[src/rtl/twg_pkg.sv]
package twg_pkg;
  typedef enum logic [1:0] {
    SEQ_IDLE  = 2'd0,
    SEQ_ARMED = 2'd1,
    SEQ_OPEN  = 2'd2
  } seq_state_e;
endpackage

[src/rtl/twg_key_seq.sv]
module twg_key_seq
  import twg_pkg::*;
#(
  parameter logic [7:0] UNLOCK_ADDR = 8'hC7,
  parameter logic [7:0] KEY_FIRST   = 8'hAA,
  parameter logic [7:0] KEY_SECOND  = 8'h55,
  parameter int unsigned WIN_TICKS  = 3
) (
  input  logic       clk_i,
  input  logic       rst_ni,
  input  logic       tick_i,
  input  logic       wr_en_i,
  input  logic [7:0] wr_addr_i,
  input  logic [7:0] wr_data_i,
  input  logic       prot_hit_i,
  output logic       open_o
);
  localparam int unsigned CNT_W = $clog2(WIN_TICKS + 1);

  seq_state_e       state_q, state_d;
  logic [CNT_W-1:0] cnt_q, cnt_d;
  logic             key_wr;

  assign key_wr = wr_en_i && (wr_addr_i == UNLOCK_ADDR);

  always_comb begin
    state_d = state_q;
    cnt_d   = cnt_q;
    unique case (state_q)
      SEQ_IDLE: begin
        if (key_wr && wr_data_i == KEY_FIRST) state_d = SEQ_ARMED;
      end
      SEQ_ARMED: begin
        if (wr_en_i) begin
          if (key_wr && wr_data_i == KEY_SECOND) begin
            state_d = SEQ_OPEN;
            cnt_d   = CNT_W'(WIN_TICKS);
          end else begin
            state_d = SEQ_IDLE;
          end
        end
      end
      SEQ_OPEN: begin
        if (key_wr) begin
          // a new key write restarts the sequence
          state_d = (wr_data_i == KEY_FIRST) ? SEQ_ARMED : SEQ_IDLE;
          cnt_d   = '0;
        end else if (prot_hit_i) begin
          state_d = SEQ_IDLE;
          cnt_d   = '0;
        end else if (tick_i) begin
          if (cnt_q == CNT_W'(1)) begin
            state_d = SEQ_IDLE;
            cnt_d   = '0;
          end else begin
            cnt_d = cnt_q - CNT_W'(1);
          end
        end
      end
      default: begin
        state_d = SEQ_IDLE;
        cnt_d   = '0;
      end
    endcase
  end

  always_ff @(posedge clk_i or negedge rst_ni) begin
    if (!rst_ni) begin
      state_q <= SEQ_IDLE;
      cnt_q   <= '0;
    end else begin
      state_q <= state_d;
      cnt_q   <= cnt_d;
    end
  end

  assign open_o = (state_q == SEQ_OPEN);

  AST_OPEN_NEEDS_KEY: assert property (@(posedge clk_i) disable iff (!rst_ni)
    $rose(open_o) |-> $past(key_wr && wr_data_i == KEY_SECOND));
  AST_OPEN_CNT_LIVE: assert property (@(posedge clk_i) disable iff (!rst_ni)
    open_o |-> (cnt_q != '0 && cnt_q <= CNT_W'(WIN_TICKS)));
  AST_CLOSE_ON_WRITE: assert property (@(posedge clk_i) disable iff (!rst_ni)
    (open_o && prot_hit_i) |=> !open_o);
  AST_HOLD_NO_TICK: assert property (@(posedge clk_i) disable iff (!rst_ni)
    (open_o && !tick_i && !wr_en_i) |=> open_o);
endmodule

[src/rtl/twg_prot_regs.sv]
module twg_prot_regs #(
  parameter int unsigned            NUM_PROT  = 2,
  parameter logic [7:0]             PROT_BASE = 8'hC8,
  parameter logic [NUM_PROT*8-1:0]  RST_VAL   = 16'h813C
) (
  input  logic                  clk_i,
  input  logic                  rst_ni,
  input  logic                  open_i,
  input  logic                  wr_en_i,
  input  logic [7:0]            wr_addr_i,
  input  logic [7:0]            wr_data_i,
  input  logic [7:0]            rd_addr_i,
  output logic                  hit_o,
  output logic [7:0]            rd_data_o,
  output logic [NUM_PROT*8-1:0] regs_o
);
  logic [NUM_PROT-1:0] wsel;
  logic [NUM_PROT-1:0] rsel;

  for (genvar i = 0; i < NUM_PROT; i++) begin : g_reg
    localparam logic [7:0] REG_ADDR = 8'(PROT_BASE + 8'(i));
    logic [7:0] q;

    assign wsel[i] = wr_en_i && (wr_addr_i == REG_ADDR);
    assign rsel[i] = (rd_addr_i == REG_ADDR);

    always_ff @(posedge clk_i or negedge rst_ni) begin
      if (!rst_ni)                q <= RST_VAL[i*8 +: 8];
      else if (open_i && wsel[i]) q <= wr_data_i;
    end

    assign regs_o[i*8 +: 8] = q;
  end

  assign hit_o = |wsel;

  always_comb begin
    rd_data_o = '0;
    for (int k = 0; k < NUM_PROT; k++) begin
      if (rsel[k]) rd_data_o = regs_o[k*8 +: 8];
    end
  end

  AST_CLOSED_NO_CHANGE: assert property (@(posedge clk_i) disable iff (!rst_ni)
    !open_i |=> $stable(regs_o));
endmodule

[src/rtl/timed_write_guard.sv]
module timed_write_guard #(
  parameter logic [7:0]             UNLOCK_ADDR = 8'hC7,
  parameter logic [7:0]             KEY_FIRST   = 8'hAA,
  parameter logic [7:0]             KEY_SECOND  = 8'h55,
  parameter int unsigned            WIN_TICKS   = 3,
  parameter int unsigned            NUM_PROT    = 2,
  parameter logic [7:0]             PROT_BASE   = 8'hC8,
  parameter logic [NUM_PROT*8-1:0]  PROT_RST    = 16'h813C
) (
  input  logic                  clk_i,
  input  logic                  rst_ni,
  input  logic                  tick_i,
  input  logic                  wr_en_i,
  input  logic [7:0]            wr_addr_i,
  input  logic [7:0]            wr_data_i,
  input  logic [7:0]            rd_addr_i,
  output logic [7:0]            rd_data_o,
  output logic [NUM_PROT*8-1:0] prot_q_o,
  output logic                  win_open_o
);
  logic prot_hit;

  twg_key_seq #(
    .UNLOCK_ADDR(UNLOCK_ADDR),
    .KEY_FIRST  (KEY_FIRST),
    .KEY_SECOND (KEY_SECOND),
    .WIN_TICKS  (WIN_TICKS)
  ) u_seq (
    .clk_i     (clk_i),
    .rst_ni    (rst_ni),
    .tick_i    (tick_i),
    .wr_en_i   (wr_en_i),
    .wr_addr_i (wr_addr_i),
    .wr_data_i (wr_data_i),
    .prot_hit_i(prot_hit),
    .open_o    (win_open_o)
  );

  twg_prot_regs #(
    .NUM_PROT (NUM_PROT),
    .PROT_BASE(PROT_BASE),
    .RST_VAL  (PROT_RST)
  ) u_regs (
    .clk_i    (clk_i),
    .rst_ni   (rst_ni),
    .open_i   (win_open_o),
    .wr_en_i  (wr_en_i),
    .wr_addr_i(wr_addr_i),
    .wr_data_i(wr_data_i),
    .rd_addr_i(rd_addr_i),
    .hit_o    (prot_hit),
    .rd_data_o(rd_data_o),
    .regs_o   (prot_q_o)
  );

  AST_UNLOCK_READS_ZERO: assert property (@(posedge clk_i) disable iff (!rst_ni)
    (rd_addr_i == UNLOCK_ADDR) |-> (rd_data_o == 8'h00));
  AST_KEY_WRITE_CLOSES: assert property (@(posedge clk_i) disable iff (!rst_ni)
    (win_open_o && wr_en_i && wr_addr_i == UNLOCK_ADDR) |=> !win_open_o);
endmodule

[config.mk]
export PLATFORM = sky130hd
export DESIGN_NAME = timed_write_guard
export DESIGN_NICKNAME = d
export VERILOG_FILES = /design/src/rtl/twg_pkg.sv /design/src/rtl/twg_key_seq.sv /design/src/rtl/twg_prot_regs.sv /design/src/rtl/timed_write_guard.sv
export SDC_FILE = /design/constraint.sdc
export NUM_CORES = 1
export LEC_CHECK = 0
export BUFFER_PORTS_ARGS = -buffer_cell sky130_fd_sc_hd__buf_2
export CORE_MARGIN = 4
export CORE_UTILIZATION = 35
export CTS_CLUSTER_SIZE = 12
export DETAILED_ROUTE_END_ITERATION = 7
export PLACE_DENSITY = 0.63
export SLEW_MARGIN = 20
export SYNTH_ARGS = -nofsm -noshare
export SYNTH_HDL_FRONTEND = slang
export SYNTH_SLANG_ARGS = --single-unit
[constraint.sdc]
create_clock -name clk_i -period 2.1 [get_ports clk_i]
set_clock_uncertainty 0.1 [all_clocks]
set_input_delay 0.21 -clock clk_i [delete_from_list [all_inputs] [get_ports clk_i]]
set_output_delay 0.21 -clock clk_i [all_outputs]
set_load 0.02 [all_outputs]
Word-level counts from Yosys, hierarchy flattened

Index checks and enable logic that the tools add are counted.

Flip-flop bits (word level): 20
Input port bits: 28
Output and inout port bits: 25
Logic and storage cells: 50

$add $sub $neg: 1
Eq/ne operators: 15
Multiplexer cells: 18
Bitwise gates (word level): 1
Reductions and logical operators: 11

Operators by type and width:

| kind                                                  | count |
|---|---|
| == test 8 bit, second input constant                  | 6 |
| two-way mux 2 bit                                     | 13 |
| two-way mux 8 bit                                     | 2 |
| case mux 2 bit (3 select lines)                       | 2 |
| == test 8 x 7 -> 1 bit, second input constant         | 1 |
| inequality test 4 bit, second input constant          | 2 |
| AND reduction 4 bit                                   | 2 |
| logical AND 1 bit                                     | 7 |
| == test 2 x 1 -> 1 bit, second input constant         | 2 |
| inequality test 2 x 1 -> 1 bit, second input constant | 2 |
| == test 2 bit, second input constant                  | 1 |
| zero test 2 bit                                       | 1 |
| inequality test 2 bit, second input constant          | 1 |
| OR reduction 2 bit                                    | 1 |
| subtractor 2 x 1 -> 2 bit, second input constant      | 1 |
| two-way mux 1 bit                                     | 1 |
| NOT 1 bit                                             | 1 |

Longest topological paths before layout

Word-level depth: 6
Depth in mapped cells: 7
Depth with buffers taken out: 7

By module

From an unflattened synthesis, not the netlist that was laid out.

Cells, all modules: 103
Area total of the unflattened synthesis: 1207.4 um^2

Modules (own cells, without submodules):

| module        | instances | cells an instance | area an instance (um^2) | sequential area each (um^2) |
|---|---|---|---|---|
| twg_prot_regs | 1         | 59                | 793.3                   | 407.9 |
| twg_key_seq   | 1         | 44                | 414.1                   | 100.1 |

Worst setup path before layout

Ideal clock, no wire load.

Path type: reg-to-reg
Start: reg u_seq.state_q[0]
End: reg u_regs.g_reg[0].q[0]
Library setup time: 0.125 ns
Data arrival time: 1.568 ns
Data required time: 1.875 ns
Slack: 0.307 ns
Stages on the path, launching flop included: 6
Path buffers: 0
Period minus slack after synthesis: 1.793 ns
Path through: dfrtp_1 -> inv_1 -> ha_1 -> nand3_1 -> nor2_2 -> mux2_2

Cells in the longest elaborated chain, start to end: 2

RTL lines:

| item                   | RTL line                | RTL |
|---|---|---|
| start, declared        | twg_key_seq.sv:20       | `seq_state_e state_q, state_d;` |
| start signal, assigned | twg_key_seq.sv:72       | `state_q <= state_d;` |
| == test 2 bit          | twg_key_seq.sv:77       | `assign open_o = (state_q == SEQ_OPEN);` |
| via win_open_o         | timed_write_guard.sv:19 | `output logic win_open_o` |
| logical AND 1 bit      | twg_prot_regs.sv:29     | `else if (open_i && wsel[i]) q <= wr_data_i;` |
| end signal, assigned   | twg_prot_regs.sv:28     | `if (!rst_ni) q <= RST_VAL[i*8 +: 8];` |
| end signal, assigned   | twg_prot_regs.sv:29     |  |
| end, declared          | twg_prot_regs.sv:22     | `logic [7:0] q;` |

The timed path passes the listed nets, and every way through them passes these cells.
A chain may end at the register's enable or synchronous reset.

Final worst setup path

Start: reg u_seq.state_q[0]
End: reg u_regs.g_reg[1].q[5]

Cells in the longest elaborated chain, start to end: 2

RTL lines:

| item                 | RTL line |
|---|---|
| == test 2 bit        | twg_key_seq.sv:77 |
| logical AND 1 bit    | twg_prot_regs.sv:29 |
| end signal, assigned | twg_prot_regs.sv:28 |
| end signal, assigned | twg_prot_regs.sv:29 |
| end, declared        | twg_prot_regs.sv:22 |

Every way passes these cells.

==> run metrics <==
via-per-instance ratio=about 4.9; pin count of the biggest net entering global routing=21; yosys warns=0; io pins=53; f_max=about 530 MHz; wire per inst=12.7 microns; ANT nets after route=0; CP max FO=8; flops & latches, synth=20; P&R area growth vs syn=35.8%; cell row count=20; drt first pass iters=4; gpl congestion=approximately 0.77; setup TNS=0 ns; port bufs=52; Fin. Hold Viols=0; CP required=approximately 2.2 ns; worst endpoint data arrival time=between 1.5 and 2 ns; RSZ-0062 raised after global routing=no; Max Buffers Root-to-Sink=2; R2R Path Start=u_seq.state_q[0]; fin crit share=0.891; Largest stage delay, worst path=~0.43 ns; CP Capture Type=flip-flop; end point of the worst hold path=u_regs.g_reg[1].q[6]; GRT Overall Usage=0.126; CP max stage cell=nand4_1; CTS Root Cell=clkbuf_4; Core Box Area=about 3100 sq um; Detail Placement HPWL=around 2100 microns; synth unique cells=27; DRT iter0 DRCs=26; CTS clock-pin slew for the worst setup and hold paths=about 0.11 ns; Syn Area/Cell=11.6 sq um; htree depth=1; Min-Delay Startpoint=wr_data_i[6]; Static Leak=about 0.79 nW; CP Launch Type=flip-flop; met1 WL=1090 microns; initial antenna violation count=0; biggest area consumer among synthesized cells=dfrtp_1; wire length on met3=122 microns; Hold Crit Class=in2reg; RR Endpoint=u_regs.g_reg[1].q[5]; Synth area leaders=dfrtp_1 31%, mux2_2 18%, dfstp_2 14%, a22o_1 6.3%, ha_1 5.6%; Core Util, Final=0.497; final wirelength=roughly 2500 microns; ANT cells=0; highest metal used=met4; worst reg2reg path depth=4; max_slew headroom=0.688; WL met2=1320 microns; commonest non-fill, non-tap cell in the layout=buf_2; top cell type's share of synthesized area=0.314; flop2flop setup slack=approximately 0.23 ns; max-cap viol count=0; Clock Latency Late Sink=~0.3 ns; worst slew pin tran=roughly 0.47 ns; worst vdd ir=approximately 0.4 mV; Starting Density=0.366; status=complete, no violations; fraction of layout instances using a drive strength above 1=0.545; post-CTS setup buffer count=0; DR DRC count=0; die area=4160 sq um; number of global-route vias before repair=between 1k and 1.5k; CTS tree=done; CTS sink cnt=20; worst-path cell chain=inv_1 > ha_1 > nand4_1 > mux2_2; vias=approximately 970; kind of critical path=reg2reg; most frequent cells in the layout=52 x buf_2, 18 x mux2_2, 14 x dfrtp_1; Net Count, Synth=129; final setup violation count=0; clock period minus worst slack=1.87 ns; cell count after synthesis=96; cts bufs inserted=3; pwr/cell area=between 500 and 600 nW/um^2; Mapped Area=1120 sq um; sequential area share after synthesis=0.455; die extent in y=around 65 microns; Final nets=190; Pins Over Slew Limit=0; Die W=roughly 65 microns; Worst Hold Path Cells=2; GR Overflow Total=0; global-route wire length before repair=approximately 4200 microns
Yosys cell counts:
master	count
or3b_1	1
or4_1	1
nand2b_1	2
o211a_1	1
a211oi_1	1
inv_1	6
a22o_1	8
o22ai_1	1
nand4_1	2
mux2_2	18
nor3b_1	2
mux2i_1	1
nand2_1	6
o21ai_0	4
dfstp_2	6
nor4bb_1	2
a21oi_1	1
ha_1	5
or4bb_1	1
dfrtp_1	14
nor2_1	6
nand3_1	1
o32ai_1	1
nor2_2	1
nand4b_1	2
or3_4	1
nand4bb_1	1
cells by family (layout without fill, tap and decap cells):
group / after synthesis / after routing / synth area share
AO/OA/AOI/OAI: 17 / 17 / 0.114
adder cells (fa/ha/maj): 5 / 5 / 0.0560
buffers and inverters: 6 / 66 / 0.0202
flip-flops: 20 / 20 / 0.455
multiplexers: 19 / 19 / 0.190
AND/OR/NAND/NOR: 29 / 29 / 0.165
per-stage QoR:
| stage | area [sq um] | hold slack, ns | cells | total power [mW] | setup WS, ns |
|---|---|---|---|---|---|
| 2_1_floorplan | 1120 | -0.186 | 96 | 0.467 | 0.307 |
| 3_3_place_gp | 1460 | 0.0731 | 195 | 0.519 | 0.259 |
| 3_5_place_dp | 1460 | 0.0728 | 195 | 0.522 | 0.222 |
| 4_1_cts | 1520 | 0.0621 | 200 | 0.842 | 0.200 |
| 5_1_grt | 1520 | 0.0547 | 200 | 0.872 | 0.110 |
| 6_report | 1520 | 0.0780 | 200 | 0.827 | 0.229 |
repair_timing:
item / 4_1_cts / 5_1_grt
hold buffers: 1 / 0
resized for setup: 0 / 0
endpoints found under the hold margin: 14 / 0
per-layer routing:
layer | GRT usage | up-vias
met5 | 0 | -
met4 | 0.0237 | 0
met3 | 0.0347 | 2
met2 | 0.241 | 24
met1 | 0.138 | 463
li1 | - | 482
power by group:
| group | internal, mW | switching [mW] |
|---|---|---|
| clock | 0.193 | 0.118 |
| combinational | 0.0534 | 0.0603 |
| sequential | 0.395 | 0.00693 |
| total | 0.642 | 0.185 |
critical path, delay by kind of cell, from the launching register on:
family	cells	cell delay, ns
adder cells (fa/ha/maj)	1	0.28
buffers and inverters	1	0.11
AND/OR/NAND/NOR	1	0.43
multiplexers	1	0.42
flip-flops	1	0.42
registers in the layout (all words and copies together), names as in the netlist:
signal / cells
u_seq.cnt_q: 2
u_regs.g.q: 16
u_seq.state_q: 2
how the worst max path moves through the flow:
stage,startpoint,endpoint,slack [ns]
final,u_seq.state_q[0],u_regs.g_reg[1].q[5],0.23
after global routing,u_seq.state_q[0],u_regs.g_reg[1].q[6],0.11
after CTS,u_seq.state_q[0],u_regs.g_reg[1].q[5],0.20
after detailed placement,u_seq.state_q[0],u_regs.g_reg[1].q[5],0.22
after global placement,wr_addr_i[1],u_seq.cnt_q[1],0.26
after floorplan,u_seq.state_q[0],u_regs.g_reg[0].q[0],0.31
final cells by class:
class / count / area, sq um
Inverter: 6 / 22.5
Sequential cell: 20 / 508
Fill cell: 310 / 1540
Clock buffer: 3 / 22.5
Tap cell: 44 / 55.1
Clock inverter: 1 / 30.0
Timing Repair Buffer: 56 / 293
Multi-Input combinational cell: 70 / 587
Note: power is estimated with default switching activity, not from simulation.
